## src/rtl/spare_shift_array.sv

```systemverilog
module spare_shift_array #(
  parameter int W     = 4,
  parameter int LANES = 3
) (
  input  logic [LANES:0]           cfg_sel,
  input  logic [LANES*W-1:0]       lane_a,
  input  logic [LANES*W-1:0]       lane_b,
  input  logic [LANES*2-1:0]       lane_op,
  input  logic [W-1:0]             tst_a,
  input  logic [W-1:0]             tst_b,
  input  logic [1:0]               tst_op,
  input  logic [(LANES+1)*W-1:0]   flt_mask,
  output logic [LANES*W-1:0]       lane_y,
  output logic [W-1:0]             tst_y,
  output logic                     cfg_err
);
  localparam int UNITS = LANES + 1;
  localparam int IW    = $clog2(UNITS);

  function automatic logic [W-1:0] alu(input logic [W-1:0] a, input logic [W-1:0] b,
                                       input logic [1:0] op);
    case (op)
      2'd0:    return a + b;
      2'd1:    return a - b;
      2'd2:    return a & b;
      default: return a ^ b;
    endcase
  endfunction

  logic [IW-1:0] iso;
  logic          one_hot;

  always_comb begin
    int ones;
    ones = 0;
    iso  = '0;
    for (int u = 0; u < UNITS; u++) begin
      if (cfg_sel[u]) begin
        ones = ones + 1;
        iso  = IW'(u);
      end
    end
    one_hot = (ones == 1);
    if (!one_hot) iso = '0;
  end

  assign cfg_err = !one_hot;

  logic [W-1:0] uy [UNITS];

  for (genvar u = 0; u < UNITS; u++) begin : g_unit
    logic [W-1:0] ua, ub;
    logic [1:0]   uop;
    logic         is_iso, from_prev;
    assign is_iso    = (iso == IW'(u));
    assign from_prev = (iso < IW'(u));
    if (u == 0) begin : g_first
      always_comb begin
        ua  = is_iso ? tst_a  : lane_a[W-1:0];
        ub  = is_iso ? tst_b  : lane_b[W-1:0];
        uop = is_iso ? tst_op : lane_op[1:0];
      end
    end else if (u == UNITS-1) begin : g_last
      always_comb begin
        ua  = is_iso ? tst_a  : lane_a[(u-1)*W +: W];
        ub  = is_iso ? tst_b  : lane_b[(u-1)*W +: W];
        uop = is_iso ? tst_op : lane_op[(u-1)*2 +: 2];
      end
    end else begin : g_mid
      always_comb begin
        if (is_iso) begin
          ua = tst_a; ub = tst_b; uop = tst_op;
        end else if (from_prev) begin
          ua = lane_a[(u-1)*W +: W]; ub = lane_b[(u-1)*W +: W]; uop = lane_op[(u-1)*2 +: 2];
        end else begin
          ua = lane_a[u*W +: W]; ub = lane_b[u*W +: W]; uop = lane_op[u*2 +: 2];
        end
      end
    end
    assign uy[u] = alu(ua, ub, uop) ^ flt_mask[u*W +: W];
  end

  for (genvar i = 0; i < LANES; i++) begin : g_lane
    assign lane_y[i*W +: W] = (IW'(i) < iso) ? uy[i] : uy[i+1];
  end

  assign tst_y = uy[iso];
endmodule

```

## config.mk

```make
export PLATFORM = sky130hd
export DESIGN_NAME = spare_shift_array
export DESIGN_NICKNAME = d
export VERILOG_FILES = /design/src/rtl/spare_shift_array.sv
export SDC_FILE = /design/constraint.sdc
export NUM_CORES = 1
export LEC_CHECK = 0
export CORE_MARGIN = 2
export CORE_UTILIZATION = 55
export DETAILED_ROUTE_END_ITERATION = 6
export GPL_TIMING_DRIVEN = 0
export MAX_ROUTING_LAYER = met4
export PLACE_DENSITY = 0.91
export SLEW_MARGIN = 40
export SYNTH_ARGS = -nofsm -noshare
export SYNTH_HDL_FRONTEND = slang
export SYNTH_SLANG_ARGS = --single-unit
```

## constraint.sdc

```tcl
create_clock -name vclk -period 12.65
set_input_delay 1.265 -clock vclk [all_inputs]
set_output_delay 1.265 -clock vclk [all_outputs]
set_load 0.05 [all_outputs]
```

==> results of run 1 <==
[per-stage QoR]
step / area (um^2) / instances / utilization / hold WS, ns / power [mW]
2_1_floorplan: 2650 / 382 / - / 2.86 / 0.310
3_3_place_gp: 3470 / 511 / 0.739 / 3.72 / 0.427
3_5_place_dp: 3470 / 513 / 0.740 / 3.72 / 0.435
4_1_cts: 3470 / 513 / 0.740 / 3.73 / 0.437
5_1_grt: 3480 / 514 / 0.742 / 3.78 / 0.474
6_report: 3480 / 514 / 0.742 / 3.73 / 0.442
[cells in the final DEF (no fill, tap or decap), types with 12 or more instances in the layout]
master / synthesis / routed
sky130_fd_sc_hd__clkbuf_1: 12 / 12
sky130_fd_sc_hd__clkdlybuf4s50_1: 0 / 75
sky130_fd_sc_hd__ha_1: 31 / 31
sky130_fd_sc_hd__inv_1: 22 / 22
sky130_fd_sc_hd__mux2i_1: 25 / 25
sky130_fd_sc_hd__nand2_1: 69 / 69
sky130_fd_sc_hd__nor2_1: 31 / 31
sky130_fd_sc_hd__o21ai_0: 17 / 17
sky130_fd_sc_hd__xnor2_1: 19 / 19
sky130_fd_sc_hd__xor2_1: 20 / 20
[cell type report]
class	instances	area, um^2	area share
repair buffers	78	763	0.219
plain buffers	19	95.1	0.0273
well taps	54	67.6	0.0194
inverters	22	82.6	0.0237
multi-input cells	341	2470	0.710
[worst max-delay path by stage]
| stage | start | to | slack [ns] | cells past startpoint |
|---|---|---|---|---|
| global route | cfg_sel[1] | tst_y[3] | 3.03 | 23 |
| global placement | cfg_sel[1] | tst_y[3] | 3.40 | 22 |
| detailed placement | cfg_sel[1] | tst_y[3] | 3.42 | 23 |
| floorplan | cfg_sel[0] | tst_y[3] | 4.65 | 20 |
| CTS | cfg_sel[1] | tst_y[3] | 3.40 | 23 |
| finish | cfg_sel[1] | tst_y[3] | 3.33 | 23 |
[cell families after synthesis]
logic type      synth area share
compound gates             0.249
buf+inv                   0.0671
fa+ha+maj                  0.177
mux                        0.107
xor+xnor                   0.138
simple gates               0.262
[report_power, final]
| part | leakage [nW] | internal, mW | total, mW | switching (mW) |
|---|---|---|---|---|
| logic | 1.58 | 0.177 | 0.442 | 0.265 |
| registers | 0 | 0 | 0 | 0 |
| clock network | 0 | 0 | 0 | 0 |
| total | 1.58 | 0.177 | 0.442 | 0.265 |
[layer usage]
| metal | routed length [um] | global-route usage |
|---|---|---|
| met3 | 846 | 0.0192 |
| met5 | 0 | - |
| met1 | 3750 | 0.440 |
| met4 | 116 | 0.0505 |
| met2 | 4260 | 0.573 |
==> insert_results.sql, run 1 <==
INSERT INTO impl_metrics (metric_group, metric, value, unit) VALUES
('logic_synthesis', 'synth_top_cell_area_share', '0.147', ''),
('min_path', 'timing.hold.worst.class', 'input pin to primary output', ''),
('min_path', 'min_path_cells', '5', ''),
('global_routing', 'maximum_number_of_pins_on_one_net_before_global_route_repair', '11', ''),
('place', 'place.gp.congestion', '1.01', ''),
('critical_path', 'timing.critical_path.mode_cell', 'sky130_fd_sc_hd__ha_1', ''),
('cells_and_area', 'seq_area', '0', 'um^2'),
('critical_path', 'worstPathRequired', '11.39', 'ns'),
('floorplan', 'die-area', '5380', 'um^2'),
('routing', 'iter_0_drt_violations', '307', ''),
('sta', 'post_route_fraction_of_the_period_consumed_by_the_critical_path', '0.737', ''),
('logic_synthesis', 'synth_top_cells_by_area', 'sky130_fd_sc_hd__ha_1, sky130_fd_sc_hd__nand2_1, sky130_fd_sc_hd__mux2i_1, sky130_fd_sc_hd__xor2_1, sky130_fd_sc_hd__xnor2_1', ''),
('cells_and_area', 'antenna_cells_inserted', '0', ''),
('critical_path', 'cpLargestDelayFamily', 'buffers and inverters', ''),
('critical_path', 'crit_path_end_kind', 'primary output', ''),
('floorplan', 'die_w', '73.4', 'um'),
('cells_and_area', 'synthToLayoutAreaGrowth', '31.6', '%'),
('critical_path', 'path_class', 'input pin to primary output', ''),
('clocking', 'postCtsSetupBuffers', '0', ''),
('logic_synthesis', 'netlist_area', '2650', 'um^2'),
('global_routing', 'track_usage', '0.333', ''),
('sta', 'fin_setup_tns', '0', 'ns'),
('logic_synthesis', 'ys_seq_area_frac', '0', ''),
('floorplan', 'floorplan.core_area', '4690', 'um^2'),
('cells_and_area', 'final_layout_size_suffix_gt1_frac', '0.0435', ''),
('routing', 'first_pass_iters', '6', ''),
('power_and_ir_drop', 'p_leak', '1.58', 'nW'),
('power_and_ir_drop', 'power_density', '127', 'nW/um^2'),
('logic_synthesis', 'yosys.cell_count.top_type', 'sky130_fd_sc_hd__nand2_1', ''),
('critical_path', 'critical_path.max_fanout', '9', ''),
('routing', 'drt_wl_total', '8.97', 'mm'),
('sta', 'timing.final.setup_violations', '0', ''),
('run_status', 'result_of_the_run', 'finished, final reports clean', ''),
('sta', 'post-route-min-period', '9.32', 'ns'),
('sta', 'fmax', '107', 'MHz'),
('cells_and_area', 'clockBufferCount', '0', ''),
('place', 'port_buffers', '75', ''),
('critical_path', 'timing.critical_path.from_type', 'input pin', ''),
('sta', 'final.setup.worst_slack', '3.33', 'ns'),
('flow_run', 'max-cap-violations', '0', ''),
('global_routing', 'grt_overflow', '0', ''),
('routing', 'route.detailed.vias_per_inst', '6.28', ''),
('logic_synthesis', 'syn_avg_cell_area', '6.93', 'um^2'),
('place', 'place.detailed.hpwl', '7.55', 'mm'),
('critical_path', 'crit_path_top_delay_cell', 'sky130_fd_sc_hd__clkdlybuf4s50_1', ''),
('routing', 'num_vias', '3226', ''),
('floorplan', 'die_height', '73.4', 'um'),
('sta', 'final_report_max_slew_violation_count', '0', ''),
('power_and_ir_drop', 'power.ir.vdd_worst', '0.0000770', 'V'),
('global_routing', 'initial_antenna_violation_count', '0', ''),
('cells_and_area', 'n_fill_cell', '406', ''),
('logic_synthesis', 'synth.distinct_cells', '68', ''),
('sta', 'timing.final.hold_violations', '0', ''),
('sta', 'max_slew_margin', '0.478', ''),
('routing', 'routed_wire_length_per_instance', '17.5', 'um'),
('critical_path', 'arrival', '8.06', 'ns'),
('min_path', 'timing.hold.worst_endpoint', 'tst_y[0]', ''),
('floorplan', 'floorplan.initialDensity', '0.564', ''),
('min_path', 'holdCritStartpoint', 'cfg_sel[2]', ''),
('logic_synthesis', 'yosys_top_cell_by_area', 'sky130_fd_sc_hd__ha_1', ''),
('floorplan', 'ioPinCount', '77', ''),
('logic_synthesis', 'ys_top_cells_by_count', 'sky130_fd_sc_hd__nand2_1, sky130_fd_sc_hd__ha_1, sky130_fd_sc_hd__nor2_1, sky130_fd_sc_hd__mux2i_1, sky130_fd_sc_hd__inv_1', ''),
('sta', 'timing_worst_slew_pin_value', '0.761', 'ns'),
('global_routing', 'wire_length_of_the_first_global_routing_pass', '13.9', 'mm'),
('critical_path', 'worstPathCellList', 'clkdlybuf4s50_1, inv_1, ha_1, xor2_1, ha_1, o311a_1, buf_6, or3_4, buf_6, a222oi_1, buf_1, and2b_1, mux2i_1, ha_1, a21o_1, a21o_1, a31o_2, and3b_1, or3b_2, a31oi_1, xnor2_1, o2111ai_1, clkdlybuf4s50_1', ''),
('routing', 'detail-route-antenna-nets', '0', ''),
('global_routing', 'first_global_vias', '2866', ''),
('critical_path', 'crit_path_max_incr_delay', '0.83', 'ns'),
('cells_and_area', 'design.seq.count', '0', ''),
('cells_and_area', 'fin_nets', '557', ''),
('clocking', 'cts.repair.resized', '0', '');
(Power assumes the default switching activity.)
==> inputs of run 2 (changes only) <==
- CORE_UTILIZATION: 55 -> 51
- PLACE_DENSITY: 0.91 -> 0.85
- clock period: 12.65 -> 8.7 ns (I/O delays scaled with it)
==> run 2 against run 1 <==
Against the previous run: worst hold slack got worse by 0.84 ns; sequential share of layout area unchanged; final cell count increased by 3.3%; non-clock buffer count increased by 1; utilization decreased by 4.5 points; first-iteration DRC count decreased by 25%; worst setup slack got worse by 2.9 ns; critical path type unchanged.
==> insert_results.sql, run 2 (synthesized netlist as in run 1, its figures left out) <==
INSERT INTO impl_metrics (metric_group, metric, value, unit) VALUES
('run_status', 'result_of_the_run', 'finished, final reports clean', ''),
('routing', 'iter_0_drt_violations', '231', ''),
('critical_path', 'path_class', 'input pin to primary output', ''),
('sta', 'max_slew_margin', '0.487', ''),
('sta', 'fmax', '121', 'MHz'),
('power_and_ir_drop', 'power.ir.vdd_worst', '0.000117', 'V'),
('place', 'place.gp.congestion', '0.995', ''),
('cells_and_area', 'layout_common_cells', 'sky130_fd_sc_hd__clkdlybuf4s50_1, sky130_fd_sc_hd__nand2_1, sky130_fd_sc_hd__nor2_1, sky130_fd_sc_hd__ha_1, sky130_fd_sc_hd__mux2i_1', ''),
('critical_path', 'critical_path.max_fanout', '9', ''),
('critical_path', 'timing.critical_path.mode_cell', 'sky130_fd_sc_hd__ha_1', ''),
('sta', 'fin_setup_tns', '0', 'ns'),
('floorplan', 'die_height', '76.1', 'um'),
('sta', 'rsz0062_at_grt', 'no', ''),
('critical_path', 'crit_path_top_delay_cell', 'sky130_fd_sc_hd__clkdlybuf4s50_1', ''),
('cells_and_area', 'stdcell_area', '3520', 'um^2'),
('sta', 'timing.final.hold_violations', '0', ''),
('clocking', 'count_of_hold_fix_buffers_inserted_at_cts', '0', ''),
('cells_and_area', 'synthToLayoutAreaGrowth', '32.8', '%'),
('routing', 'num_vias', '3156', ''),
('min_path', 'timing.hold.worst.class', 'input pin to primary output', ''),
('place', 'placedInstanceArea', '3500', 'um^2'),
('sta', 'post-route-min-period', '8.29', 'ns'),
('flow_run', 'max-cap-violations', '0', ''),
('critical_path', 'worstPathCellList', 'clkdlybuf4s50_1, inv_1, ha_1, xor2_1, ha_1, o311a_1, buf_6, or3_4, buf_6, a222oi_1, buf_2, and2b_1, mux2i_1, ha_1, a21o_1, a21o_1, a31o_2, and3b_1, or3b_2, a31oi_1, xnor2_1, mux2i_1, clkdlybuf4s50_1', ''),
('sta', 'timing_worst_slew_pin_value', '0.748', 'ns'),
('cells_and_area', 'antenna_cells_inserted', '0', ''),
('place', 'place.detailed.hpwl', '7.43', 'mm'),
('sta', 'final_report_max_slew_violation_count', '0', ''),
('floorplan', 'ioPinCount', '77', ''),
('routing', 'detail-route-antenna-nets', '0', ''),
('cells_and_area', 'final_layout_size_suffix_gt1_frac', '0.0521', ''),
('cells_and_area', 'layout_commonest_cell', 'sky130_fd_sc_hd__clkdlybuf4s50_1', ''),
('floorplan', 'floorplan.rows', '26', ''),
('global_routing', 'track_usage', '0.312', ''),
('critical_path', 'crit_path_end_kind', 'primary output', ''),
('floorplan', 'die-area', '5780', 'um^2'),
('place', 'port_buffers', '75', ''),
('power_and_ir_drop', 'power_density', '183', 'nW/um^2'),
('global_routing', 'maximum_number_of_pins_on_one_net_before_global_route_repair', '11', ''),
('cells_and_area', 'fin_nets', '558', ''),
('critical_path', 'cpLargestDelayFamily', 'buffers and inverters', ''),
('global_routing', 'first_global_vias', '3097', ''),
('floorplan', 'floorplan.core_area', '5040', 'um^2'),
('critical_path', 'worstPathRequired', '7.83', 'ns'),
('critical_path', 'arrival', '7.42', 'ns'),
('routing', 'routed_wire_length_per_instance', '16.7', 'um'),
('cells_and_area', 'n_fill_cell', '446', ''),
('floorplan', 'die_w', '76.1', 'um'),
('critical_path', 'timing.critical_path.from_type', 'input pin', ''),
('routing', 'route.detailed.vias_per_inst', '5.94', ''),
('routing', 'total_drc_errors_in_the_routed_layout', '0', ''),
('global_routing', 'grt_overflow', '0', ''),
('cells_and_area', 'seq_area', '0', 'um^2'),
('power_and_ir_drop', 'p_leak', '1.60', 'nW'),
('critical_path', 'crit_path_max_incr_delay', '0.83', 'ns'),
('critical_path', 'crit_buf_inv', '6', ''),
('cells_and_area', 'clockBufferCount', '0', ''),
('floorplan', 'floorplan.initialDensity', '0.525', ''),
('routing', 'first_pass_iters', '5', ''),
('global_routing', 'initial_antenna_violation_count', '0', ''),
('global_routing', 'wire_length_of_the_first_global_routing_pass', '14.7', 'mm'),
('sta', 'timing.final.setup_violations', '0', ''),
('cells_and_area', 'design.seq.count', '0', ''),
('sta', 'post_route_fraction_of_the_period_consumed_by_the_critical_path', '0.953', ''),
('routing', 'drt_wl_total', '8.85', 'mm');
[run 2: cell type report]
type	instances	area, um^2	share of cell area
multi-input combinational	341	2470	0.704
timing repair buffer	79	776	0.221
buffer	19	96.3	0.0274
tap	70	87.6	0.0249
inverter	22	82.6	0.0235
[run 2: final timing paths]
| check | from | slack, ns | endpoint | depth (start not counted) |
|---|---|---|---|---|
| max | cfg_sel[1] | 0.41 | lane_y[7] | 23 |
| min | cfg_sel[2] | 2.90 | tst_y[3] | 5 |
[run 2: where the power goes]
group          internal (mW)  switching, mW  total [mW]
clock                      0              0           0
combinational          0.258          0.385       0.643
sequential                 0              0           0
[run 2: stage by stage]
| stage | hold WS, ns | util | power, mW | instances | setup WS, ns |
|---|---|---|---|---|---|
| after global routing | 2.87 | 0.698 | 0.694 | 531 | 0.00377 |
| after detailed placement | 2.92 | 0.693 | 0.635 | 529 | 0.166 |
| after CTS | 2.93 | 0.693 | 0.638 | 529 | 0.164 |
| after global placement | 2.92 | 0.691 | 0.619 | 527 | 0.148 |
| after floorplan | 2.07 | - | 0.451 | 382 | 1.49 |
| final | 2.90 | 0.698 | 0.643 | 531 | 0.405 |
[run 2: timing repair]
item	CTS	global route
endpoints found under the setup margin	0	3
endpoints found under the hold margin	0	0
setup buffers	0	1
resized for setup	0	3
[run 2: worst min-delay path, delay by kind of cell]
family	cells	cell delay, ns
compound gates	1	0.21
buf+inv	3	0.85
simple gates	1	0.10
[run 2: per-layer routing]
layer,up-vias,share of wire,track usage
li1,1543,-,-
met1,1440,0.41,0.375
met2,154,0.49,0.576
met3,19,0.081,0.0249
met4,0,0.018,0.0545
met5,-,0,-
==> inputs of run 3 (changes only) <==
- CAP_MARGIN: unset -> 25
- GPL_TIMING_DRIVEN: 0 -> unset
==> run 3 against run 2 <==
Against the previous run: non-clock buffer count decreased by 13; final area shrank 1.5%; sequential share of layout area did not move; utilization down 1.1 points; final cell count down 2.4%; critical endpoint is now lane_y[3].
==> insert_results.sql, run 3 (synthesized netlist as in run 1, its figures left out) <==
INSERT INTO impl_metrics (metric_group, metric, value, unit) VALUES
('run_status', 'result_of_the_run', 'finished, final reports clean', ''),
('critical_path', 'path_class', 'input pin to primary output', ''),
('power_and_ir_drop', 'power.ir.vdd_worst', '0.0000960', 'V'),
('routing', 'num_vias', '3129', ''),
('routing', 'drt_wl_total', '8.38', 'mm'),
('sta', 'hold-worst-slack', '2.63', 'ns'),
('floorplan', 'floorplan.rows', '26', ''),
('routing', 'first_pass_iters', '7', ''),
('critical_path', 'crit_buf_inv', '3', ''),
('cells_and_area', 'layout_commonest_cell', 'sky130_fd_sc_hd__clkdlybuf4s50_1', ''),
('sta', 'timing_worst_slew_pin_value', '0.858', 'ns'),
('sta', 'post-route-min-period', '7.89', 'ns'),
('routing', 'iter_0_drt_violations', '294', ''),
('sta', 'fmax', '127', 'MHz'),
('cells_and_area', 'synthToLayoutAreaGrowth', '30.8', '%'),
('power_and_ir_drop', 'p_leak', '1.58', 'nW'),
('min_path', 'timing.hold.worst.class', 'input pin to primary output', ''),
('floorplan', 'floorplan.core_area', '5040', 'um^2'),
('cells_and_area', 'design.seq.count', '0', ''),
('routing', 'total_drc_errors_in_the_routed_layout', '0', ''),
('routing', 'routed_wire_length_per_instance', '16.2', 'um'),
('cells_and_area', 'fin_nets', '545', ''),
('critical_path', 'worstPathCellList', 'clkdlybuf4s50_1, inv_1, ha_1, xor2_1, ha_1, o311a_1, or3_1, a221oi_1, nand2_1, nand2_1, xor2_1, ha_1, or3_1, o21ai_0, a31oi_1, xnor3_1, o21ai_0, xor2_1, mux2i_1, clkdlybuf4s50_1', ''),
('place', 'place.gp.congestion', '0.927', ''),
('critical_path', 'arrival', '7.02', 'ns'),
('critical_path', 'crit_path_top_delay_cell', 'sky130_fd_sc_hd__clkdlybuf4s50_1', ''),
('sta', 'fin_setup_tns', '0', 'ns'),
('sta', 'rsz0062_at_grt', 'no', ''),
('sta', 'post_route_fraction_of_the_period_consumed_by_the_critical_path', '0.907', ''),
('floorplan', 'die_w', '76.1', 'um'),
('global_routing', 'track_usage', '0.298', ''),
('floorplan', 'floorplan.initialDensity', '0.525', ''),
('sta', 'timing.final.hold_violations', '0', ''),
('critical_path', 'crit_path_max_incr_delay', '0.82', 'ns'),
('sta', 'final_report_max_slew_violation_count', '0', ''),
('routing', 'detail-route-antenna-nets', '0', ''),
('place', 'port_buffers', '77', ''),
('cells_and_area', 'final_layout_size_suffix_gt1_frac', '0.0558', ''),
('clocking', 'postCtsSetupBuffers', '0', ''),
('critical_path', 'worstPathRequired', '7.83', 'ns'),
('place', 'place.detailed.hpwl', '7.02', 'mm'),
('sta', 'timing.final.setup_violations', '0', ''),
('critical_path', 'cpLargestDelayFamily', 'buffers and inverters', ''),
('cells_and_area', 'seq_area', '0', 'um^2'),
('cells_and_area', 'clockBufferCount', '0', ''),
('floorplan', 'die-area', '5780', 'um^2'),
('floorplan', 'ioPinCount', '77', ''),
('power_and_ir_drop', 'power_density', '182', 'nW/um^2'),
('global_routing', 'grt_overflow', '0', ''),
('cells_and_area', 'layout_common_cells', 'sky130_fd_sc_hd__clkdlybuf4s50_1, sky130_fd_sc_hd__nand2_1, sky130_fd_sc_hd__nor2_1, sky130_fd_sc_hd__ha_1, sky130_fd_sc_hd__mux2i_1', ''),
('critical_path', 'timing.critical_path.from_type', 'input pin', ''),
('critical_path', 'crit_path_end_kind', 'primary output', ''),
('sta', 'max_slew_margin', '0.428', ''),
('clocking', 'cts.repair.resized', '0', ''),
('global_routing', 'wire_length_of_the_first_global_routing_pass', '14.2', 'mm'),
('cells_and_area', 'n_fill_cell', '441', ''),
('cells_and_area', 'antenna_cells_inserted', '0', ''),
('clocking', 'count_of_hold_fix_buffers_inserted_at_cts', '0', ''),
('critical_path', 'critical_path.max_fanout', '18', ''),
('flow_run', 'max-cap-violations', '0', ''),
('floorplan', 'die_height', '76.1', 'um'),
('routing', 'route.detailed.vias_per_inst', '6.04', ''),
('global_routing', 'maximum_number_of_pins_on_one_net_before_global_route_repair', '22', ''),
('cells_and_area', 'core_utilization_of_the_finished_layout', '0.687', ''),
('global_routing', 'initial_antenna_violation_count', '0', ''),
('global_routing', 'first_global_vias', '3074', '');
run 3: changes by cell type in the layout (fill, tap and decap cells not counted), sizes merged:
cell and change:
clkbuf -13, buf +1, dlymetal6s2s -1
run 3: final timing paths:
kind	to	from	depth (start not counted)	slack (ns)
hold / removal	lane_y[11]	flt_mask[15]	4	2.63
setup / recovery	lane_y[3]	cfg_sel[1]	20	0.81
run 3: metrics by stage:
step / total power [mW] / cell area [um^2] / setup WS (ns) / cells
finish: 0.629 / 3460 / 0.810 / 518
global route: 0.682 / 3460 / 0.520 / 518
CTS: 0.627 / 3460 / 0.840 / 518
detailed placement: 0.623 / 3460 / 0.844 / 518
global placement: 0.615 / 3460 / 1.01 / 518
floorplan: 0.451 / 2650 / 1.49 / 382
run 3: layout make-up:
cell class	instances	area, um^2	area share
multi-input combinational	341	2470	0.713
timing repair buffer	85	823	0.238
tap	70	87.6	0.0253
inverter	22	82.6	0.0238
run 3: power by group:
part | internal, mW | switching, mW
clock | 0 | 0
combinational | 0.253 | 0.376
sequential | 0 | 0
total | 0.253 | 0.376
run 3: metal layers:
layer  up-vias  global-route usage  wire length, um
met3        16              0.0190              645
met2       148               0.525             4100
met4         0              0.0545              108
met5         -                   -                0
li1       1511                   -                -
met1      1454               0.380             3530
